`config.mk`:
```
export PLATFORM = sky130hd
export DESIGN_NAME = ustore_buf
export DESIGN_NICKNAME = d
export VERILOG_FILES = /design/src/rtl/ustb_pkg.sv /design/src/rtl/ustb_gap_timer.sv /design/src/rtl/ustb_slot.sv /design/src/rtl/ustb_ctrl.sv /design/src/rtl/ustore_buf.sv
export SDC_FILE = /design/constraint.sdc
export NUM_CORES = 1
export LEC_CHECK = 0
export BUFFER_PORTS_ARGS = -buffer_cell sky130_fd_sc_hd__buf_2
export CORE_UTILIZATION = 35
export CTS_BUF_LIST = sky130_fd_sc_hd__clkbuf_8
export CTS_CLUSTER_DIAMETER = 50
export DETAILED_ROUTE_END_ITERATION = 7
export GPL_ROUTABILITY_DRIVEN = 0
export HOLD_SLACK_MARGIN = 0.1
export PLACE_DENSITY = 0.61
export SYNTH_ARGS = -nofsm -noshare
export SYNTH_HDL_FRONTEND = slang
export SYNTH_SLANG_ARGS = --single-unit
```
`constraint.sdc`:
```
create_clock -name clk -period 2.6 [get_ports clk]
set_input_delay 0.39 -clock clk [delete_from_list [all_inputs] [get_ports clk]]
set_output_delay 0.39 -clock clk [all_outputs]
set_load 0.02 [all_outputs]
```
`src/rtl/ustb_pkg.sv`:
```
`timescale 1ns/1ps
package ustb_pkg;

    // Occupancy of the single store entry
    typedef enum logic [0:0] {
        SLOT_EMPTY = 1'b0,
        SLOT_HELD  = 1'b1
    } slot_state_e;

endpackage

```
`src/rtl/ustb_gap_timer.sv`:
```
`timescale 1ns/1ps
// Down-counter that enforces 4*divisor pipeline cycles between accepts.
module ustb_gap_timer #(
    parameter int DIVW = 3
) (
    input  logic            clk,
    input  logic            rst_n,
    input  logic [DIVW-1:0] div,
    input  logic            start,
    output logic            zero
);
    localparam int CW = DIVW + 2;

    logic [DIVW-1:0] eff_div;
    logic [CW-1:0]   load_val;
    logic [CW-1:0]   cnt;

    always_comb begin
        eff_div  = (div == '0) ? DIVW'(1) : div;
        load_val = {eff_div, 2'b00} - CW'(1);
    end

    always_ff @(posedge clk or negedge rst_n) begin
        if (!rst_n) begin
            cnt <= '0;
        end else if (start) begin
            cnt <= load_val;
        end else if (cnt != '0) begin
            cnt <= cnt - CW'(1);
        end
    end

    assign zero = (cnt == '0);

endmodule

```
`src/rtl/ustb_slot.sv`:
```
`timescale 1ns/1ps
// Payload register for the single held store.
module ustb_slot #(
    parameter int PW = 8
) (
    input  logic          clk,
    input  logic          rst_n,
    input  logic          load,
    input  logic [PW-1:0] d,
    output logic [PW-1:0] q
);
    always_ff @(posedge clk or negedge rst_n) begin
        if (!rst_n) begin
            q <= '0;
        end else if (load) begin
            q <= d;
        end
    end
endmodule

```
`src/rtl/ustb_ctrl.sv`:
```
`timescale 1ns/1ps
// Occupancy state machine: capture, drain, refill, stall.
module ustb_ctrl
    import ustb_pkg::*;
(
    input  logic clk,
    input  logic rst_n,
    input  logic wb_valid,
    input  logic gap_zero,
    input  logic ext_ready,
    output logic stall_req,
    output logic ext_req,
    output logic issue,
    output logic load_slot
);
    slot_state_e state_q;
    slot_state_e state_d;

    // State register
    always_ff @(posedge clk or negedge rst_n) begin
        if (!rst_n) begin
            state_q <= SLOT_EMPTY;
        end else begin
            state_q <= state_d;
        end
    end

    // Outputs and next state
    always_comb begin
        ext_req   = 1'b0;
        issue     = 1'b0;
        load_slot = 1'b0;
        stall_req = 1'b0;
        state_d   = state_q;
        unique case (state_q)
            SLOT_EMPTY: begin
                if (wb_valid) begin          // CAPTURE
                    load_slot = 1'b1;
                    state_d   = SLOT_HELD;
                end
            end
            SLOT_HELD: begin
                ext_req = gap_zero;
                issue   = gap_zero && ext_ready;
                if (issue && wb_valid) begin // REFILL
                    load_slot = 1'b1;
                end else if (issue) begin    // DRAIN
                    state_d = SLOT_EMPTY;
                end else if (wb_valid) begin // WAIT with stall
                    stall_req = 1'b1;
                end
            end
            default: state_d = SLOT_EMPTY;
        endcase
    end
endmodule

```
`src/rtl/ustore_buf.sv`:
```
`timescale 1ns/1ps
// Single-entry uncached store buffer between write-back and the system interface.
module ustore_buf #(
    parameter int AW   = 32,
    parameter int DW   = 64,
    parameter int DIVW = 3
) (
    input  logic            clk,
    input  logic            rst_n,
    input  logic            wb_st_valid,
    input  logic [AW-1:0]   wb_st_addr,
    input  logic [DW-1:0]   wb_st_data,
    input  logic [DW/8-1:0] wb_st_be,
    input  logic [DIVW-1:0] clk_div,
    input  logic            ext_ready,
    output logic            stall_req,
    output logic            ext_req,
    output logic [AW-1:0]   ext_addr,
    output logic [DW-1:0]   ext_data,
    output logic [DW/8-1:0] ext_be
);
    localparam int BW = DW / 8;
    localparam int PW = AW + DW + BW;

    logic          gap_zero;
    logic          issue;
    logic          load_slot;
    logic [PW-1:0] slot_q;

    ustb_ctrl ctrl_i (
        .clk       (clk),
        .rst_n     (rst_n),
        .wb_valid  (wb_st_valid),
        .gap_zero  (gap_zero),
        .ext_ready (ext_ready),
        .stall_req (stall_req),
        .ext_req   (ext_req),
        .issue     (issue),
        .load_slot (load_slot)
    );

    ustb_gap_timer #(.DIVW(DIVW)) timer_i (
        .clk   (clk),
        .rst_n (rst_n),
        .div   (clk_div),
        .start (issue),
        .zero  (gap_zero)
    );

    ustb_slot #(.PW(PW)) slot_i (
        .clk   (clk),
        .rst_n (rst_n),
        .load  (load_slot),
        .d     ({wb_st_addr, wb_st_data, wb_st_be}),
        .q     (slot_q)
    );

    assign {ext_addr, ext_data, ext_be} = slot_q;

endmodule

```
# Yosys cells after proc, flatten, opt, wreduce, memory -nomap -nowiden
# Cells that the tools add are included.
# W data, S select, Z words.
dict set report word_totals {
  ff_bits 110
  in_bits 111
  out_inout_bits 106
  word_cells 26
}
dict set report classes {
  add_sub_neg 2
  mux 14
  bitwise 1
  n_reduce_logical 6
}
# operator n
set op_table {}
lappend op_table {{$mux W5} 2}
lappend op_table {{$sub A5 B1 Y5 const B} 2}
lappend op_table {{$mux W1} 9}
lappend op_table {{$logic_not A5 Y1} 1}
lappend op_table {{$reduce_bool A5 Y1} 1}
lappend op_table {{$pmux W1 S2} 2}
lappend op_table {{$logic_not A3 Y1} 1}
lappend op_table {{$mux W3} 1}
lappend op_table {{$logic_and A1 B1 Y1} 2}
lappend op_table {{$reduce_bool A2 Y1} 1}
lappend op_table {{$not A1 Y1} 1}

# Longest topological paths before layout
dict set report logic_depth {
  ltp_word 5
  depth_mapped 7
}

# Cells and area by module
# Synthesis repeated with hierarchy kept, for this count alone.
dict set report unflattened {
  hier_cells 255
  hier_area_um2 4486.8
}
# module instances cells_each area_each_um2 seq_area_each_um2
set by_module_without_submodules {}
lappend by_module_without_submodules {ustb_slot 1 220 4112.7 2602.5}
lappend by_module_without_submodules {ustb_gap_timer 1 28 302.8 125.1}
lappend by_module_without_submodules {ustb_ctrl 1 7 71.3 25.0}

# Worst setup path before layout
# Ideal clock, no wire load.
dict set report synth_path {
  path_kind {register to register}
  start {register timer_i.cnt[0]}
  end {register slot_i.q[10]}
  setup_ps 127
  arrival_ps 1909
  required_time_ps 2473
  path_slack_ps 563
  stages_incl_launch_ff 8
  n_path_buf 2
  period_less_slack_ps 2037
  path_cell_list {dfrtp_1 > inv_1 > ha_1 > or4b_4 > o22ai_4 > buf_6 > buf_6 > mux2_1}
}
dict set report synth_via {
  elab_chain_cells 5
}
# item line
set synth_lines {}
lappend synth_lines {{start, declared} ustb_gap_timer.sv:16} ;# logic [CW-1:0] cnt;
lappend synth_lines {{start signal, assigned} ustb_gap_timer.sv:27} ;# cnt <= load_val;
lappend synth_lines {{start signal, assigned} ustb_gap_timer.sv:29} ;# cnt <= cnt - CW'(1);
lappend synth_lines {{$logic_not A5 Y1} ustb_gap_timer.sv:33} ;# assign zero = (cnt == '0);
lappend synth_lines {{$logic_and A1 B1 Y1} ustb_ctrl.sv:44} ;# issue = gap_zero && ext_ready;
lappend synth_lines {{$logic_and A1 B1 Y1} ustb_ctrl.sv:45} ;# if (issue && wb_valid) begin
lappend synth_lines {{$mux W1} ustb_ctrl.sv:45}
lappend synth_lines {{$pmux W1 S2} ustb_ctrl.sv:35} ;# unique case (state_q)
lappend synth_lines {{end signal, assigned} ustb_slot.sv:14} ;# q <= '0;
lappend synth_lines {{end signal, assigned} ustb_slot.sv:16} ;# q <= d;
lappend synth_lines {{end, declared} ustb_slot.sv:10} ;# output logic [PW-1:0] q
# Every way passes these cells.
# A chain may end at the register's enable or synchronous reset.

# Worst setup path in the final report
dict set report layout_path {
  start {register timer_i.cnt[0]}
  end {output ext_req}
}
dict set report layout_via {
  elab_chain_cells 2
}
# item line
set layout_lines {}
lappend layout_lines {{$logic_not A5 Y1} ustb_gap_timer.sv:33}
lappend layout_lines {{$mux W1} ustb_ctrl.sv:35}
lappend layout_lines {{end, declared} ustore_buf.sv:17} ;# output logic ext_req,
# Every way passes these cells.

==> results.txt <==
----------------------------------------------------
[Timing]
  Setup skew after layout ... 0.008656 ns
  Final setup TNS ... 0 ns
  Maximum clock rate ... 436.6 MHz
  Count of final max-slew check failures ... 0
  Number of hold violations in the final report ... 0
  Worst slew slack as a fraction of its limit ... a little over three fifths
  Worst path setup slack after routing ... 0.3097 ns
  Final number of setup-violating endpoints ... 0
  Worst Max-Slew Pin Slew ... between 0.5 and 0.6 ns
  Post-route minimum period ... 2.290 ns
  Share of the clock period used by the worst path ... 88.09%
  Unrepaired setup endpoints after global routing ... false

[Die]
  Area enclosed by the die boundary ... about 13000 um^2
  Initial cell density of the core ... between 30% and 40%
  Number of placement rows ... 39
  Die Y ... 112.1 um
  Placeable core area ... around 12000 um^2
  I/O pin total ... around 220
  Die Span X ... 112.1 um

[Synthesis]
  Number of warning messages in the yosys log ... 0
  Top post-synthesis cells by area ... dfrtp_1, mux2_1, mux2_2
  Count of flip-flops with a built-in enable after synthesis ... 0
  Combined area of all synthesized cells ... 4244 um^2
  Number of synthesized register bits ... 110
  Synth Instances ... 256
  Largest area contributor in the synthesized netlist ... dfrtp_1
  Synthesized net count ... 369
  Most common flop cell mapped by yosys ... dfrtp_1
  Fraction of the yosys area taken by sequential cells ... 64.86%
  Number of distinct standard cells referenced by the synthesized netlist ... 23
  Synth Area per Inst ... 16.58 um^2
  Most repeated cell in the gate-level netlist after synthesis ... dfrtp_1
  Post-synth top cells ... dfrtp_1, mux2_1, mux2_2
  Portion of synthesized cell area occupied by the leading cell type ... 64.86%
  Share of flip-flops with an asynchronous set or reset after synthesis ... 100.0%

[CTS]
  Clock insertion delay at the later pin of the skew report ... 0.36 ns
  Count of clock tree sinks ... 110
  Number of resized instances in the post-cts repair step ... 0
  Clock transition at path regs ... 0.09 ns
  CTS root buffer ... clkbuf_8
  Postcts setup bufs ... 0
  Number of levels the H-tree was split into ... 3
  TritonCTS clock tree ... built
  Maximum buffer depth of the clock tree ... 2
  TritonCTS buffer count ... 9
  Number of hold buffers added after cts ... 1

[Setup path]
  Maximum cell stage delay along the critical path ... ~0.40 ns
  Critical Path AT ... about 1.9 ns
  Critical Setup Path Class ... register to output pin
  Worst-path fanout max ... 5
  Slowest cell on the critical path ... dfrtp_1
  Endpoint type of the worst setup path ... output pin
  Critical path, cell by cell ... inv_1, ha_1, nor4b_1, buf_4, and2_1, buf_2
  Length in cells of the worst reg-to-reg path ... 6
  Startpoint kind of the worst setup timing path ... register
  Critical Path RT ... 2.21 ns

[Power and ir drop]
  Combinational power share ... 43.6%
  Max IR drop VDD ... 576.2 uV
  Leakage power figure ... between 2 and 3 nW
  Internal power ... roughly 0.0044 W
  Part of the total power dissipated in sequential elements ... approximately two fifths
  Power Dens Cells ... between 1000 and 1500 nW/um^2
  Net Sw Frac ... approximately 39%
  Clock network power share ... 14.7%
  Sw Pwr ... around 0.0028 W

[Hold path]
  Worst hold path depth ... 2
  Class of the most critical hold timing path ... primary input to register

[Route]
  First-iteration detailed-routing DRC count ... 133
  Via density ... 4.645
  Total Routed Length ... 8909 um
  Routed Antenna Nets ... 0
  Routed wire per std cell ... about 14 um
  Number of iterations in the first detailed-routing pass ... 7
  Post-detailed-route DRC marker count ... 19
  Total number of vias ... 2903

[Final layout]
  Filler cell count ... approximately 1100
  Number of diodes added for antenna fixing ... 0
  Register area ... ~2800 um^2
  Cell Count, Final, Fillers Out ... 625
  Final cell utilization of the core ... 48.98%
  Layout overhead on the synthesized area ... 34.02%
  Layout cells sized above 1 ... 58.92%
  Nets ... a little under 600
  Footprint of the multi-input gates ... around 1400 um^2

[Flow run]
  Max-capacitance violation count ... 0

[Status]
  Status ... finished, violations left
  Violations in the final reports ... DRC

[GRT]
  Initial antenna violation count ... 0
  Largest net degree at the start of global routing ... 76
  Remaining Overflow, GRT ... 0
  Number of global-route vias before repair ... 3053
  Total global routing track utilization ... 15.09%
  Wire length of the first global-routing pass ... 14670 um

[Place]
  Number of I/O port buffers ... approximately 220
  Hpwl dp ... 6670 um
  # placed instances ... 609
  Placement Setup Slack ... about 0.29 ns

----------------------------------------------------
==> kinds of logic after synthesis <==
kind of cell | count (synthesis) | share of synthesized area [%]
buffers and inverters | 15 | 2.683
DFF | 110 | 64.86
adders and majority gates | 2 | 0.5895
muxes | 104 | 27.59
AOI/OAI and AO/OA | 8 | 1.533
and+or+nand+nor | 14 | 2.123
xor gates and xnor gates | 3 | 0.6192
==> cell type report <==
class,count,area share [%]
Tap cell,143,3.146
Sequential cell,110,48.39
Clock buffer,12,2.904
Timing Repair Buffer,222,20.33
Multi-Input combinational cell,131,24.22
Inverter,4,0.2640
Clock inverter,3,0.7479
==> power by group through the flow <==
stage                     combinational [W]  sequential (W)  clock [W]
final                               0.00312         0.00299    0.00105
after global routing                0.00333         0.00311    0.00119
after CTS                           0.00317         0.00300    0.00111
after detailed placement            0.00318         0.00302          0
after global placement              0.00313         0.00298          0
after floorplan                    0.000949         0.00405          0
==> worst paths after layout <==
check	startpoint	endpoint	slack, ns
setup / recovery	timer_i.cnt[0]	ext_req	0.31
hold / removal	wb_st_data[30]	slot_i.q[38]	0.24
setup reg to reg	timer_i.cnt[0]	slot_i.q[91]	0.31
hold reg to reg	slot_i.q[18]	slot_i.q[18]	0.49
max in group asynchronous	rst_n	slot_i.q[47]	1.38
min in group asynchronous	rst_n	slot_i.q[7]	0.55
==> per-stage QoR <==
step	cell area, um^2	hold WS, ns	total power [W]
final	5688	0.2386	0.007155
after global routing	5688	0.2079	0.007627
after CTS	5688	0.2053	0.007280
after detailed placement	5470	0.4225	0.006200
after global placement	5470	0.4163	0.006111
after floorplan	4244	0.09441	0.004999
==> worst max-delay path: cells and delay by family (launching register included) <==
kind / cells / cell delay [ns]
buffers and inverters: 3 / 0.45
flip-flops: 1 / 0.40
AND/OR/NAND/NOR: 2 / 0.49
adder cells (fa/ha/maj): 1 / 0.20
==> placed cells by master (no fill, tap or decap), drive strengths merged <==
cell type,instances
clkinvlp,1
nand2,3
dlygate4sd3,1
or3b,1
o21ba,1
or4b,1
nor4,1
ha,2
a21oi,3
nand3,1
a21o,2
mux2,104
nor4b,1
o21ai,1
buf,221
xnor2,3
o22ai,1
clkinv,1
or3,1
dfrtp,110
and3,3
nor3,1
bufinv,1
clkbuf,12
and2,1
inv,4
==> metal layers <==
layer  up-vias  wire (um)  share of wire, %  track usage, %
met5         -          0                 0               0
met4         0        231               2.6           7.644
met3        17        899                10           5.292
met2       141       4153                47           24.43
met1      1399       3624                41           17.86
li1       1346          -                 -               -
==> sequential cells by signal (all words and copies together), names as in the netlist <==
name and cells:
ctrl_i.state_q 1, slot_i.q 104, timer_i.cnt 5
Note: power is estimated with default switching activity, not from simulation.
